## src/rtl/can_fc_pkg.sv

```systemverilog
package can_fc_pkg;
  typedef enum logic [1:0] {
    FC_ACTIVE  = 2'b00,
    FC_PASSIVE = 2'b01,
    FC_BUS_OFF = 2'b10
  } fc_state_e;

  localparam int unsigned BYTE_W = 8;
  localparam int unsigned NUM_FLAGS = 4;
endpackage

```

## src/rtl/can_fc_counter.sv

```systemverilog
module can_fc_counter #(
  parameter int unsigned W          = 8,
  parameter int unsigned INC        = 1,
  parameter int unsigned CAP        = 255,
  parameter int unsigned MAXV       = 255,
  parameter bit          RELOAD_EN  = 1'b0,
  parameter int unsigned RELOAD_THR = 127,
  parameter int unsigned RELOAD_VAL = 127
) (
  input  logic         clk_i,
  input  logic         rst_ni,
  input  logic         clr_i,
  input  logic         inc_i,
  input  logic         dec_i,
  output logic [W-1:0] cnt_o
);
  localparam int unsigned SW = W + 1;

  logic [W-1:0]  cnt_q, cnt_d;
  logic [SW-1:0] sum;

  always_comb begin
    sum   = {1'b0, cnt_q} + SW'(INC);
    cnt_d = cnt_q;
    if (clr_i) begin
      cnt_d = '0;
    end else if (inc_i) begin
      if (cnt_q >= W'(CAP))       cnt_d = cnt_q;         // stop counting at cap
      else if (sum > SW'(MAXV))   cnt_d = W'(MAXV);      // saturate
      else                        cnt_d = sum[W-1:0];
    end else if (dec_i) begin
      if (RELOAD_EN && cnt_q > W'(RELOAD_THR)) cnt_d = W'(RELOAD_VAL);
      else if (cnt_q != '0)                    cnt_d = cnt_q - W'(1);
    end
  end

  always_ff @(posedge clk_i or negedge rst_ni) begin
    if (!rst_ni) cnt_q <= '0;
    else         cnt_q <= cnt_d;
  end

  assign cnt_o = cnt_q;

  p_inc_no_wrap_r6: assert property (@(posedge clk_i) disable iff (!rst_ni)
    (inc_i && !clr_i) |=> (cnt_q >= $past(cnt_q)));

  p_dec_floor_r1: assert property (@(posedge clk_i) disable iff (!rst_ni)
    (dec_i && !inc_i && !clr_i && cnt_q == '0) |=> (cnt_q == '0));
endmodule

```

## src/rtl/can_fc_snap.sv

```systemverilog
module can_fc_snap #(
  parameter int unsigned W = 36
) (
  input  logic         clk_i,
  input  logic         rst_ni,
  input  logic         hold_i,
  input  logic [W-1:0] d_i,
  output logic [W-1:0] q_o
);
  always_ff @(posedge clk_i or negedge rst_ni) begin
    if (!rst_ni)      q_o <= '0;
    else if (!hold_i) q_o <= d_i;
  end
endmodule

```

## src/rtl/can_fault_counters.sv

```systemverilog
module can_fault_counters
  import can_fc_pkg::*;
#(
  parameter int unsigned TX_STEP     = 8,
  parameter int unsigned RX_STEP     = 1,
  parameter int unsigned PASSIVE_LIM = 127,
  parameter int unsigned RX_RELOAD   = 127
) (
  input  logic        clk_i,
  input  logic        rst_ni,
  input  logic        tx_err_i,
  input  logic        rx_err_i,
  input  logic        tx_ok_i,
  input  logic        rx_ok_i,
  input  logic        fast_i,
  input  logic        lp_mode_i,
  input  logic        recov_done_i,
  input  logic        flag_clr_i,
  output logic [1:0]  state_o,
  output logic [31:0] err_view_o,
  output logic [3:0]  flags_o
);
  localparam int unsigned BO_LIM  = 255;
  localparam int unsigned TEC_W   = BYTE_W + 1;
  localparam int unsigned FAST_MX = (1 << BYTE_W) - 1;
  localparam int unsigned VIEW_W  = 4 * BYTE_W;
  localparam int unsigned SNAP_W  = VIEW_W + NUM_FLAGS;

  logic [TEC_W-1:0]  tec_q;
  logic [BYTE_W-1:0] rec_q, ftx_q, frx_q, tec_byte;
  logic              bus_off, live, tx_live, clr_all;
  logic [3:0]        fl_q, fl_set;
  fc_state_e         state;

  assign bus_off = tec_q > TEC_W'(BO_LIM);
  assign live    = !bus_off;
  assign tx_live = live && !lp_mode_i;
  assign clr_all = bus_off && recov_done_i;

  can_fc_counter #(.W(TEC_W), .INC(TX_STEP), .CAP(BO_LIM + 1), .MAXV((1 << TEC_W) - 1))
  u_tec (.clk_i, .rst_ni, .clr_i(clr_all),
         .inc_i(tx_live && tx_err_i), .dec_i(tx_live && tx_ok_i && !tx_err_i),
         .cnt_o(tec_q));

  can_fc_counter #(.W(BYTE_W), .INC(RX_STEP), .CAP(PASSIVE_LIM + 1), .MAXV(FAST_MX),
                   .RELOAD_EN(1'b1), .RELOAD_THR(PASSIVE_LIM), .RELOAD_VAL(RX_RELOAD))
  u_rec (.clk_i, .rst_ni, .clr_i(clr_all),
         .inc_i(live && rx_err_i), .dec_i(live && rx_ok_i && !rx_err_i),
         .cnt_o(rec_q));

  can_fc_counter #(.W(BYTE_W), .INC(TX_STEP), .CAP(FAST_MX), .MAXV(FAST_MX))
  u_ftx (.clk_i, .rst_ni, .clr_i(clr_all),
         .inc_i(tx_live && fast_i && tx_err_i),
         .dec_i(tx_live && fast_i && tx_ok_i && !tx_err_i),
         .cnt_o(ftx_q));

  can_fc_counter #(.W(BYTE_W), .INC(RX_STEP), .CAP(FAST_MX), .MAXV(FAST_MX))
  u_frx (.clk_i, .rst_ni, .clr_i(clr_all),
         .inc_i(live && fast_i && rx_err_i),
         .dec_i(live && fast_i && rx_ok_i && !rx_err_i),
         .cnt_o(frx_q));

  always_comb begin
    if (bus_off)                                               state = FC_BUS_OFF;
    else if (tec_q > TEC_W'(PASSIVE_LIM) || rec_q > BYTE_W'(PASSIVE_LIM)) state = FC_PASSIVE;
    else                                                       state = FC_ACTIVE;
  end
  assign state_o = state;

  // sticky flags; fast flags blocked in low-power mode
  assign fl_set = {live && !lp_mode_i && fast_i && rx_err_i,
                   tx_live && fast_i && tx_err_i,
                   live && rx_err_i,
                   tx_live && tx_err_i};

  always_ff @(posedge clk_i or negedge rst_ni) begin
    if (!rst_ni) fl_q <= '0;
    else         fl_q <= (fl_q & ~{4{flag_clr_i}}) | fl_set;
  end

  assign tec_byte = tec_q[BYTE_W] ? '1 : tec_q[BYTE_W-1:0];

  can_fc_snap #(.W(SNAP_W)) u_snap (
    .clk_i, .rst_ni, .hold_i(lp_mode_i),
    .d_i({fl_q, frx_q, ftx_q, rec_q, tec_byte}),
    .q_o({flags_o, err_view_o}));

  p_tec_step_r1: assert property (@(posedge clk_i) disable iff (!rst_ni)
    (tx_err_i && !lp_mode_i && !bus_off) |=> (tec_q == $past(tec_q) + TEC_W'(TX_STEP)));

  p_rec_cap_r2: assert property (@(posedge clk_i) disable iff (!rst_ni)
    rec_q <= BYTE_W'(PASSIVE_LIM + 1));

  p_rx_reload_r3: assert property (@(posedge clk_i) disable iff (!rst_ni)
    (rx_ok_i && !rx_err_i && !bus_off && rec_q > BYTE_W'(PASSIVE_LIM))
      |=> (rec_q == BYTE_W'(RX_RELOAD)));

  p_bo_hold_r5: assert property (@(posedge clk_i) disable iff (!rst_ni)
    (bus_off && !recov_done_i) |=> ($stable(tec_q) && $stable(rec_q) && $stable(ftx_q) && $stable(frx_q)));

  p_lp_tx_hold_r7: assert property (@(posedge clk_i) disable iff (!rst_ni)
    (lp_mode_i && !clr_all) |=> ($stable(tec_q) && $stable(ftx_q)));

  p_view_freeze_r8: assert property (@(posedge clk_i) disable iff (!rst_ni)
    lp_mode_i |=> ($stable(err_view_o) && $stable(flags_o)));

  p_fast_flag_lp_r10: assert property (@(posedge clk_i) disable iff (!rst_ni)
    (lp_mode_i && fl_q[3:2] == 2'b00) |=> (fl_q[3:2] == 2'b00));
endmodule

```

## config.mk

```make
export PLATFORM = sky130hd
export DESIGN_NAME = can_fault_counters
export DESIGN_NICKNAME = d
export VERILOG_FILES = /design/src/rtl/can_fc_pkg.sv /design/src/rtl/can_fc_counter.sv /design/src/rtl/can_fc_snap.sv /design/src/rtl/can_fault_counters.sv
export SDC_FILE = /design/constraint.sdc
export NUM_CORES = 1
export LEC_CHECK = 0
export BUFFER_PORTS_ARGS = -buffer_cell sky130_fd_sc_hd__buf_2
export CORE_MARGIN = 2
export CORE_UTILIZATION = 45
export CTS_CLUSTER_SIZE = 20
export DETAILED_ROUTE_END_ITERATION = 8
export GPL_TIMING_DRIVEN = 0
export PLACE_DENSITY = 0.66
export SLEW_MARGIN = 20
export SYNTH_ARGS = -nofsm -noshare
export SYNTH_HDL_FRONTEND = slang
export SYNTH_SLANG_ARGS = --single-unit
export TNS_END_PERCENT = 5
```

## constraint.sdc

```tcl
create_clock -name clk_i -period 2.3 [get_ports clk_i]
set_clock_uncertainty 0.1 [all_clocks]
set_input_delay 0.46 -clock clk_i [delete_from_list [all_inputs] [get_ports clk_i]]
set_output_delay 0.46 -clock clk_i [all_outputs]
set_load 0.02 [all_outputs]
```

==> metrics.md, run 1 <==
| Metric | Value |
|---|---|
| Largest voltage drop on the vdd net | `594 uV` |
| Failing checks | `negative setup slack` |
| Max_cap viols | `0` |
| DP Worst Slack | `-0.173 ns` |
| Clock transition time at the flip-flop clock pins of the worst setup and hold paths | `0.08 ns` |
| # port buffers | `47` |
| Number of clock sinks seen by CTS | `73` |
| Routed met1 length | `5600 um` |
| Count of antenna-violating nets left after detailed routing | `0` |
| Count of TritonRoute iterations in the first routing pass | `5` |
| Number of unique standard cell types used by synthesis | `76` |
| Fraction of power spent switching nets | `45.0%` |
| Number of DRC violations after detailed routing | `0` |
| DR vias | `4394` |
| Met3 routed WL | `942 um` |
| Largest delay contributor family on the critical path | `simple AND/OR/NAND/NOR gates` |
| DRC violation total after the first TritonRoute iteration | `219` |
| Wire length of the first global-routing pass | `21100 um` |
| Post-synth ARST share | `100%` |
| Transition time at the pin with the least slew margin | `0.681 ns` |
| Fraction of the yosys area taken by sequential cells | `39.3%` |
| Data arrival time at the worst-slack endpoint | `1.83 ns` |
| Startpoint of the worst setup timing path | `u_tec.cnt_o[4]` |
| Overall die area | `0.0112 mm2` |
| Share of the synthesized area in compound gates (AO/OA/AOI/OAI) | `23.6%` |
| Type of the setup path with the least slack | `reg -> out` |
| H-tree level count | `3` |
| Uppermost routed layer | `met4` |
| Commonest cells after routing, fill and taps aside | `sky130_fd_sc_hd__dfrtp_1 (65), sky130_fd_sc_hd__buf_2 (55), sky130_fd_sc_hd__nand2_1 (53), sky130_fd_sc_hd__o21ai_0 (46), sky130_fd_sc_hd__nor2_1 (39)` |
| Post-Synth XOR/XNOR Area | `0.941%` |
| Portion of total power attributed to sequential cells | `33.7%` |
| Multiplexer share of the synthesized area | `4.87%` |
| Placement Rows | `37` |
| Buf+Inv Stages, Crit Path | `1` |
| Main combinational cell family by area after synthesis | `compound AO/OA/AOI/OAI gates` |
| Endpoint class of the critical path | `output port` |
| Mean area per synthesized cell | `8.93 um2` |
| Crit-path slowest cell | `sky130_fd_sc_hd__dfrtp_1` |
| Synthesized flop and latch total | `73` |
| Data required time of the worst path | `1.74 ns` |
| Logic pwr share | `50.7%` |
| Max transition margin | `54.6%` |
| Diodes inserted | `0` |
| Tot GR Track Use | `23.6%` |
| Syn Nets | `550` |
| Final wirelength | `12900 um` |
| Layout cell share with drive strength beyond 1 | `25.2%` |
| Final #Nets | `619` |
| Count of pins over their slew limit | `0` |
| Root Driver | `sky130_fd_sc_hd__clkbuf_8` |
| Starting density of the core | `45.7%` |
| Clock latency on the worst-skew pair | `0.35 ns` |
| P per Cell Area | `1200 mW/mm2` |
| Cell internal pwr | `3660 uW` |
| Highest net fanout along the worst path | `3` |
| Y dimension of the die | `106 um` |
| Routability-driven placement congestion ratio | `0.947` |
| Floorplan die width | `106 um` |
| Remaining global-route overflow | `0` |
| Final setup violating endpoints | `2` |
| Yosys synthesis warning count | `0` |
| Crit-path max cell delay | `0.40 ns` |
| Pleak | `0.00242 uW` |
| Cells along the critical path | `ha_4 > and4_4 > nand4_1 > mux2_4 > nor2_4 > buf_6` |
| Vias in the first global route | `4183` |
| Share of power burned in the clock network | `15.6%` |
| Class of the tightest hold or removal check | `in -> reg` |
| Post-layout worst setup margin | `-0.0864 ns` |
| Maximum number of pins on one net before global-route repair | `57` |
| IO Count | `48` |
| Worst hold start | `flag_clr_i` |
| Mapped Cells | `521` |
| Ratio of final minimum period to clock period | `104%` |
| FF-to-FF Start | `u_tec.cnt_o[0]` |
| Leading cell type in the layout, fill and taps excluded | `sky130_fd_sc_hd__dfrtp_1` |
| Number of failing hold endpoints at the final stage | `0` |
| Initial antenna violation count | `0` |
| Maximum frequency from static timing analysis | `419 MHz` |
| Top_reg_cell synth | `sky130_fd_sc_hd__dfrtp_1` |
| Kind of launch point of the worst setup path | `register` |
| Net load switching power | `2990 uW` |
| Post-synth EDFFs | `0` |
| Total Power | `6660 uW` |
| Basic-gate share of the synthesized area counting and, or, nand and nor cells | `20.5%` |
| Clock buffers created by TritonCTS | `9` |
| Time the final worst path needs with I/O delays and setup | `2.39 ns` |
| Status | `finished with violations` |
| CTS tree | `built` |
| Average via count per standard cell | `6.01` |
| Met2 wire length | `6090 um` |
| Wire length per cell | `17.6 um` |
| Arithmetic-cell share of the synthesized area counting full adders, half adders and majority gates | `5.11%` |
| Max Buffers Root-to-Sink | `2` |
| Area added between synthesis and finish | `19.7%` |
| Setup repair after global routing missed its margin | `yes` |
| Core area | `0.0102 mm2` |
| Half-perimeter wire length after placement | `9010 um` |
| Combined area of all synthesized cells | `0.00465 mm2` |
==> area by class of cell <==
cell class / count / area (um2)
fill: 959 / 4620
multi-input combinational: 385 / 2740
sequential: 73 / 1840
timing repair buffer: 59 / 357
tap: 136 / 170
buffer: 31 / 154
clock buffer: 12 / 145
inverter: 31 / 116
clock inverter: 4 / 52.6
==> metal layers <==
| layer | track usage, % | vias to the layer above |
|---|---|---|
| met1 | 32.7 | 2143 |
| met3 | 4.58 | 23 |
| met2 | 36.8 | 185 |
| met4 | 8.74 | 0 |
| li1 | - | 2043 |
| met5 | 0 | - |
==> cell usage after synthesis, types with 3 or more instances <==
| cell | n | area (um2) |
|---|---|---|
| sky130_fd_sc_hd__mux2_2 | 13 | 146 |
| sky130_fd_sc_hd__nor2_1 | 40 | 150 |
| sky130_fd_sc_hd__o211ai_1 | 4 | 30.0 |
| sky130_fd_sc_hd__o2bb2ai_1 | 4 | 35.0 |
| sky130_fd_sc_hd__o211a_1 | 3 | 30.0 |
| sky130_fd_sc_hd__a21oi_1 | 17 | 85.1 |
| sky130_fd_sc_hd__nor4_1 | 3 | 18.8 |
| sky130_fd_sc_hd__inv_1 | 30 | 113 |
| sky130_fd_sc_hd__ha_1 | 19 | 238 |
| sky130_fd_sc_hd__nor4b_1 | 4 | 35.0 |
| sky130_fd_sc_hd__a311oi_1 | 3 | 26.3 |
| sky130_fd_sc_hd__nor3_1 | 11 | 55.1 |
| sky130_fd_sc_hd__dfrtp_1 | 73 | 1830 |
| sky130_fd_sc_hd__a211oi_1 | 3 | 22.5 |
| sky130_fd_sc_hd__nand4_1 | 10 | 62.6 |
| sky130_fd_sc_hd__or3_1 | 5 | 31.3 |
| sky130_fd_sc_hd__nand2b_1 | 12 | 75.1 |
| sky130_fd_sc_hd__a221o_1 | 4 | 40.0 |
| sky130_fd_sc_hd__clkbuf_1 | 15 | 56.3 |
| sky130_fd_sc_hd__and3_1 | 5 | 31.3 |
| sky130_fd_sc_hd__nor2b_1 | 4 | 25.0 |
| sky130_fd_sc_hd__nand3_1 | 24 | 120 |
| sky130_fd_sc_hd__nand2_1 | 53 | 199 |
| sky130_fd_sc_hd__o22ai_1 | 9 | 56.3 |
| sky130_fd_sc_hd__o31ai_1 | 6 | 45.0 |
| sky130_fd_sc_hd__o21ai_0 | 47 | 235 |
| sky130_fd_sc_hd__a211o_1 | 3 | 26.3 |
| sky130_fd_sc_hd__buf_2 | 14 | 70.1 |
| sky130_fd_sc_hd__a31oi_1 | 8 | 50.1 |
| sky130_fd_sc_hd__mux2i_1 | 8 | 80.1 |
| sky130_fd_sc_hd__a32o_1 | 6 | 60.1 |
| sky130_fd_sc_hd__xnor2_1 | 4 | 35.0 |
==> per-stage QoR <==
stage	hold WS, ns	std cells	cell area, um2	setup TNS (ns)	utilization [%]
after global placement	0.363	704	5060	-1.99	49.7
after CTS	0.283	730	5460	-0.332	53.6
after detailed placement	0.258	705	5090	-2.12	50.0
final	0.293	731	5570	-0.148	54.7
after global routing	0.283	731	5570	-0.564	54.7
after floorplan	0.0644	521	4660	0	-
==> kinds of logic after synthesis <==
family | count (synthesis)
buf+inv | 63
simple gates | 188
mux | 21
compound gates | 152
fa+ha+maj | 19
xor+xnor | 5
flops | 73
==> worst reg2reg max path: cells and delay by family, from the launching register on <==
kind / cells / cell delay [ns]
multiplexers: 1 / 0.18
AO/OA/AOI/OAI: 1 / 0.19
flip-flops: 1 / 0.42
AND/OR/NAND/NOR: 3 / 0.76
buffers and inverters: 3 / 0.37
adder cells (fa/ha/maj): 1 / 0.17
==> power groups by stage <==
stage                     combinational [uW]  clock, uW  sequential [uW]
after floorplan                         1970          0             2450
after global placement                  2980          0             2240
after detailed placement                3050          0             2260
after CTS                               3260       1050             2210
after global routing                    3730       1110             2320
final                                   3380       1040             2240
==> state kept, by name (all words and copies together) (netlist names) <==
name,flops
fl_q,4
u_frx.cnt_o,8
u_ftx.cnt_o,8
u_rec.cnt_o,8
u_snap.q_o,36
u_tec.cnt_o,9
==> repair_timing <==
| item | CTS | global route |
|---|---|---|
| gates cloned | 0 | 0 |
| hold endpoints to repair | 17 | 0 |
| gates resized for setup | 26 | 25 |
| pin swaps | 4 | 5 |
| buffers inserted | 9 | 1 |
| setup endpoints to repair | 24 | 27 |
| hold buffers | 1 | 0 |
==> worst paths after layout <==
check | endpoint | slack (ns) | depth (start not counted)
min in group asynchronous | u_ftx.cnt_o[3] | 0.42 | 2
worst min register to register | fl_q[0] | 0.38 | 1
worst min-delay path | fl_q[2] | 0.29 | 2
worst max register to register | u_tec.cnt_o[6] | 0 | 9
worst max-delay path | state_o[0] | -0.09 | 6
max in group asynchronous | u_rec.cnt_o[1] | 1.11 | 3
Note: power is estimated with default switching activity, not from simulation.
==> run 2: changes to the inputs <==
- CORE_UTILIZATION: 45 -> 54
- PLACE_DENSITY: 0.66 -> 0.77
==> metrics.md, run 2 (same netlist as run 1, synthesis figures left out) <==
| Metric | Value |
|---|---|
| Status | `finished with violations` |
| Failing checks | `negative setup slack` |
| Diodes inserted | `0 (unchanged)` |
| Cell internal pwr | `3740 uW (+2.2%)` |
| Maximum frequency from static timing analysis | `412 MHz (-1.8%)` |
| Count of antenna-violating nets left after detailed routing | `0 (unchanged)` |
| Fraction of power spent switching nets | `44.2% (-0.72 points)` |
| P per Cell Area | `1220 mW/mm2 (+2.2%)` |
| Class of the tightest hold or removal check | `in -> reg` |
| CTS tree | `built` |
| Hold Worst Slack | `0.256 ns (-0.0363 ns)` |
| Logic pwr share | `49.4% (-1.3 points)` |
| Pleak | `0.00242 uW (+0.29%)` |
| Count of TritonRoute iterations in the first routing pass | `5 (unchanged)` |
| IO Count | `48 (unchanged)` |
| Overall die area | `0.00938 mm2 (-16%)` |
| Number of flip-flops in the largest register | `36 (unchanged)` |
| Data arrival time at the worst-slack endpoint | `1.87 ns (+0.04 ns)` |
| Tot GR Track Use | `26.4% (+2.7 points)` |
| Post-Route Utilization | `66.2% (+12 points)` |
| Remaining global-route overflow | `0 (unchanged)` |
| Wire length per cell | `17.9 um (+1.7%)` |
| Root Driver | `sky130_fd_sc_hd__clkbuf_8` |
| Transition time at the pin with the least slew margin | `0.628 ns (-0.0530 ns)` |
| Met1 capacity usage during global routing | `36.8% (+4.1 points)` |
| Clock latency on the worst-skew pair | `0.36 ns (about the same)` |
| Ratio of final minimum period to clock period | `106% (+1.9 points)` |
| Clock transition time at the flip-flop clock pins of the worst setup and hold paths | `0.08 ns (about the same)` |
| Number of DRC violations after detailed routing | `0 (unchanged)` |
| Maximum number of pins on one net before global-route repair | `53 (-7.0%)` |
| Type of the setup path with the least slack | `reg -> out` |
| Crit-path slowest cell | `sky130_fd_sc_hd__dfrtp_1` |
| Share of power burned in the clock network | `17.4% (+1.8 points)` |
| Combined area of the multi-input logic cells | `0.00267 mm2 (-2.4%)` |
| Number of failing hold endpoints at the final stage | `0 (unchanged)` |
| Register bank with the most flops | `u_snap.q_o` |
| Commonest cells after routing, fill and taps aside | `sky130_fd_sc_hd__dfrtp_1 (66), sky130_fd_sc_hd__buf_2 (55), sky130_fd_sc_hd__nand2_1 (53), sky130_fd_sc_hd__o21ai_0 (46), sky130_fd_sc_hd__nor2_1 (39)` |
| DP Worst Slack | `-0.193 ns (-0.0204 ns)` |
| Max_cap viols | `0 (unchanged)` |
| Max transition margin | `58.2% (+3.5 points)` |
| Kind of launch point of the worst setup path | `register` |
| Final #Nets | `617 (-0.32%)` |
| Half-perimeter wire length after placement | `8800 um (-2.3%)` |
| Net load switching power | `2970 uW (-0.80%)` |
| # fillers | `693 (-28%)` |
| Wire length of the first global-routing pass | `20400 um (-3.6%)` |
| Highest net fanout along the worst path | `4 (+1)` |
| Number of clock sinks seen by CTS | `73 (unchanged)` |
| DR vias | `4370 (-0.55%)` |
| H-tree level count | `3 (unchanged)` |
| Post-layout worst setup margin | `-0.130 ns (-0.0433 ns)` |
| Count of pins over their slew limit | `0 (unchanged)` |
| Initial antenna violation count | `0 (unchanged)` |
| Largest voltage drop on the vdd net | `708 uV (+19%)` |
| DRC violation total after the first TritonRoute iteration | `394 (+80%)` |
| Portion of total power attributed to sequential cells | `33.2% (-0.5 points)` |
| Clock buffers created by TritonCTS | `9 (unchanged)` |
| Starting density of the core | `56.1% (+10 points)` |
| Met3 track demand over resource in global routing | `3.54% (-1.0 points)` |
| GRT met2 Usage | `41.8% (+5.0 points)` |
| Global routing's busiest layer | `met2` |
| Vias in the first global route | `4125 (-1.4%)` |
| Time the final worst path needs with I/O delays and setup | `2.43 ns (+0.0433 ns)` |
| Routability-driven placement congestion ratio | `0.953 (+0.54%)` |
| Leading cell type in the layout, fill and taps excluded | `sky130_fd_sc_hd__dfrtp_1` |
| Endpoint class of the critical path | `output port` |
| # port buffers | `47 (unchanged)` |
| Cells along the critical path | `ha_4 > and4_4 > nand4_1 > mux2_2 > nor2_2 > buf_6` |
| Average via count per standard cell | `6.26 (+4.2%)` |
| Layout cell share with drive strength beyond 1 | `23.9% (-1.3 points)` |
| Setup repair after global routing missed its margin | `yes` |
| Sum of negative setup slack | `-0.314 ns (-0.166 ns)` |
| Area added between synthesis and finish | `18.0%` |
| Floorplan die width | `96.8 um (-8.4%)` |
| Max Buffers Root-to-Sink | `2 (unchanged)` |
| Placement Rows | `33 (-11%)` |
| Final wirelength | `12500 um (-2.9%)` |
| Y dimension of the die | `96.8 um (-8.4%)` |
| Total area of sequential cells | `0.00184 mm2 (about the same)` |
| Core area | `0.00830 mm2 (-19%)` |
| Final setup violating endpoints | `6 (+4)` |
| Crit-path max cell delay | `0.42 ns (+0.02 ns)` |
| Data required time of the worst path | `1.74 ns (about the same)` |
## run 2: cell count changes in the layout (fill, tap and decap cells not counted), sizes merged
cell	before	now
bufinv	1	2
clkbuf	29	25
clkinv	3	2
clkinvlp	0	1
inv	31	32
## run 2: power by group through the flow
stage	Clock, uW	Sequential [uW]	Combinational (uW)
after floorplan	0	2450	1970
after global placement	0	2230	2960
after detailed placement	0	2250	3050
after CTS	1180	2190	3210
after global routing	1230	2310	3650
final	1170	2230	3310
## run 2: metrics by stage
stage	instance area (um2)	std cells	power [uW]
floorplan	4660	521	4420
finish	5490	698	6710
CTS	5370	695	6580
detailed placement	5050	674	5300
global route	5490	698	7190
global placement	5020	673	5200
## run 2: final timing paths
check	from	to	slack, ns	cells after the start
min	recov_done_i	u_tec.cnt_o[8]	0.26	2
max	u_tec.cnt_o[4]	state_o[0]	-0.13	6
min in group asynchronous	rst_ni	u_ftx.cnt_o[2]	0.43	2
max reg2reg	u_tec.cnt_o[0]	u_tec.cnt_o[6]	-0.06	9
min reg2reg	u_snap.q_o[17]	u_snap.q_o[17]	0.38	2
max in group asynchronous	rst_ni	u_rec.cnt_o[1]	1.09	3
## run 2: metal layers
metal | vias to the layer above | part of all wire, %
met5 | - | 0
li1 | 2040 | -
met2 | 180 | 47
met4 | 0 | 2.1
met3 | 35 | 5.5
met1 | 2115 | 45
## run 2: layout make-up
cell class                      count  area share [%]
Sequential cell                    73            33.4
Buffer                             31            2.94
Clock inverter                      6            1.64
Timing Repair Buffer               57            6.33
Inverter                           31            2.12
Clock buffer                       10            2.51
Multi-Input combinational cell    385            48.6
Tap cell                          105            2.39
## run 2: timing repair
item,CTS,global route
hold buffers,1,0
setup buffers,5,3
hold endpoints to repair,21,0
endpoints found under the setup margin,23,30
resized for setup,17,29
pin swaps,1,9
## run 2: critical path, delay by kind of cell, from the launching register on
| family | cells | cell delay [ns] |
|---|---|---|
| and+or+nand+nor | 3 | 0.49 |
| DFF | 1 | 0.42 |
| muxes | 1 | 0.29 |
| adders and majority gates | 1 | 0.17 |
| buffers and inverters | 1 | 0.13 |
==> run 3: changes to the inputs <==
- RECOVER_POWER: unset -> 25
==> metrics.md, run 3 (same netlist as run 1, synthesis figures left out) <==
| Metric | Value |
|---|---|
| Transition time at the pin with the least slew margin | `1.31 ns (+0.687 ns)` |
| Class of the tightest hold or removal check | `in -> reg` |
| Post-layout worst setup margin | `-0.134 ns (-0.00416 ns)` |
| CTS tree | `built` |
| Floorplan die width | `96.8 um (unchanged)` |
| # port buffers | `47 (unchanged)` |
| Status | `finished with violations` |
| Y dimension of the die | `96.8 um (unchanged)` |
| Number of failing hold endpoints at the final stage | `0 (unchanged)` |
| P per Cell Area | `1220 mW/mm2 (+0.17%)` |
| R2R Setup Slk | `-0.06 ns (about the same)` |
| Area added between synthesis and finish | `17.9% (about the same)` |
| Clock buffers created by TritonCTS | `9 (unchanged)` |
| Count of pins over their slew limit | `0 (unchanged)` |
| Hold path endpoint | `fl_q[2]` |
| Reg-to-Reg End | `u_tec.cnt_o[6]` |
| Final wirelength | `12500 um (+0.14%)` |
| Clock transition time at the flip-flop clock pins of the worst setup and hold paths | `0.08 ns (about the same)` |
| Initial antenna violation count | `0 (unchanged)` |
| Number of clock sinks seen by CTS | `73 (unchanged)` |
| Failing checks | `negative setup slack` |
| Kind of launch point of the worst setup path | `register` |
| Routability-driven placement congestion ratio | `0.953 (unchanged)` |
| Core area | `0.00830 mm2 (unchanged)` |
| Root Driver | `sky130_fd_sc_hd__clkbuf_8` |
| Hold Worst Slack | `0.245 ns (-0.0112 ns)` |
| Average via count per standard cell | `6.27 (+0.14%)` |
| Leading cell type in the layout, fill and taps excluded | `sky130_fd_sc_hd__dfrtp_1` |
| Clock latency on the worst-skew pair | `0.37 ns (about the same)` |
| DP Cell Count | `674 (unchanged)` |
| Tot GR Track Use | `26.4% (unchanged)` |
| Ratio of final minimum period to clock period | `106% (+0.18 points)` |
| Register bank with the most flops | `u_snap.q_o` |
| Layout cell share with drive strength beyond 1 | `23.6% (-0.34 points)` |
| Data arrival time at the worst-slack endpoint | `1.87 ns (about the same)` |
| Count of antenna-violating nets left after detailed routing | `0 (unchanged)` |
| Starting density of the core | `56.1% (unchanged)` |
| Type of the setup path with the least slack | `reg -> out` |
| Max transition margin | `12.4% (-46 points)` |
| FF-to-FF Start | `u_tec.cnt_o[0]` |
| Final std cells w/o fill | `698 (unchanged)` |
| Setup repair after global routing missed its margin | `yes` |
| Highest net fanout along the worst path | `4 (unchanged)` |
| Endpoint class of the critical path | `output port` |
| Time the final worst path needs with I/O delays and setup | `2.43 ns (+0.00416 ns)` |
| Hold depth | `2 (unchanged)` |
| IO Count | `48 (unchanged)` |
| Half-perimeter wire length after placement | `8800 um (unchanged)` |
| Commonest cells after routing, fill and taps aside | `sky130_fd_sc_hd__dfrtp_1 (66), sky130_fd_sc_hd__buf_2 (54), sky130_fd_sc_hd__nand2_1 (53), sky130_fd_sc_hd__o21ai_0 (46), sky130_fd_sc_hd__nor2_1 (39)` |
| Maximum frequency from static timing analysis | `411 MHz (-0.17%)` |
| Worst Reg2Reg Path Length in Cells | `9 (unchanged)` |
| Wire length per cell | `17.9 um (+0.14%)` |
| Max_cap viols | `0 (unchanged)` |
| DRC violation total after the first TritonRoute iteration | `357 (-9.4%)` |
| Final setup violating endpoints | `6 (unchanged)` |
| Pleak | `0.00242 uW (-0.26%)` |
| Placement Rows | `33 (unchanged)` |
| Maximum number of pins on one net before global-route repair | `53 (unchanged)` |
| Total Power | `6720 uW (about the same)` |
| Data required time of the worst path | `1.74 ns (about the same)` |
| Number of DRC violations after detailed routing | `0 (unchanged)` |
| DP Worst Slack | `-0.193 ns (unchanged)` |
| Diodes inserted | `0 (unchanged)` |
| Wire length of the first global-routing pass | `20400 um (unchanged)` |
| Count of TritonRoute iterations in the first routing pass | `5 (unchanged)` |
| Sum of negative setup slack | `-0.322 ns (-0.00863 ns)` |
| Number of flip-flops in the largest register | `36 (unchanged)` |
| Overall die area | `0.00938 mm2 (unchanged)` |
| Max Buffers Root-to-Sink | `2 (unchanged)` |
| Final #Nets | `617 (unchanged)` |
| Remaining global-route overflow | `0 (unchanged)` |
| Vias in the first global route | `4125 (unchanged)` |
| Worst hold start | `flag_clr_i` |
| Largest voltage drop on the vdd net | `710 uV (+0.31%)` |
| H-tree level count | `3 (unchanged)` |
| DR vias | `4376 (+0.14%)` |
-- run 3: changes by cell type in the layout (fill, tap and decap cells not counted), sizes merged --
cell,delta
buf,-2
clkbuf,+2
-- run 3: worst max-delay path by stage --
stage	startpoint	endpoint	slack, ns	cells past startpoint
after floorplan	u_tec.cnt_o[3]	state_o[0]	0.06	6
after global placement	u_tec.cnt_o[0]	u_ftx.cnt_o[3]	-0.16	6
after detailed placement	u_ftx.cnt_o[4]	u_ftx.cnt_o[1]	-0.19	7
after CTS	u_tec.cnt_o[4]	state_o[0]	-0.16	6
after global routing	u_tec.cnt_o[4]	state_o[0]	-0.20	6
final	u_tec.cnt_o[4]	state_o[0]	-0.13	6
-- run 3: stage by stage --
stage	instance area, um2	util, %
after floorplan	4660	-
final	5490	66.1
after global routing	5490	66.1
after global placement	5020	60.5
after CTS	5370	64.7
after detailed placement	5050	60.9
-- run 3: area by class of cell --
type	count	area, um2
buffer	31	161
clock buffer	10	138
clock inverter	6	90.1
fill	694	2810
inverter	31	116
multi-input combinational	385	2670
sequential	73	1840
tap	105	131
timing repair buffer	57	343
-- run 3: timing repair --
action | 4_1_cts | 5_1_grt
hold endpoints to repair | 21 | 0
gates resized for setup | 17 | 29
buffers inserted | 5 | 3
hold buffers | 1 | 0
endpoints found under the setup margin | 23 | 30
pin swaps | 1 | 9
-- run 3: metal layers --
layer | vias to the layer above | routed length (um) | track usage, %
met5 | - | 0 | 0
met4 | 0 | 278 | 10.3
met3 | 34 | 797 | 3.54
met2 | 186 | 5830 | 41.8
met1 | 2111 | 5600 | 36.8
li1 | 2045 | - | -
-- run 3: power breakdown --
part           switching (uW)  internal [uW]  total (uW)
Clock                     530            644        1170
Combinational            2000           1310        3310
Sequential                441           1790        2230
Total                    2980           3740        6720
-- run 3: critical path, stage by stage (launching register included) --
cell                      delay, ns
sky130_fd_sc_hd__dfrtp_1       0.43
sky130_fd_sc_hd__ha_4          0.19
sky130_fd_sc_hd__and4_4        0.19
sky130_fd_sc_hd__nand4_1       0.10
sky130_fd_sc_hd__mux2_2        0.34
sky130_fd_sc_hd__nor2_2        0.11
sky130_fd_sc_hd__buf_6         0.13
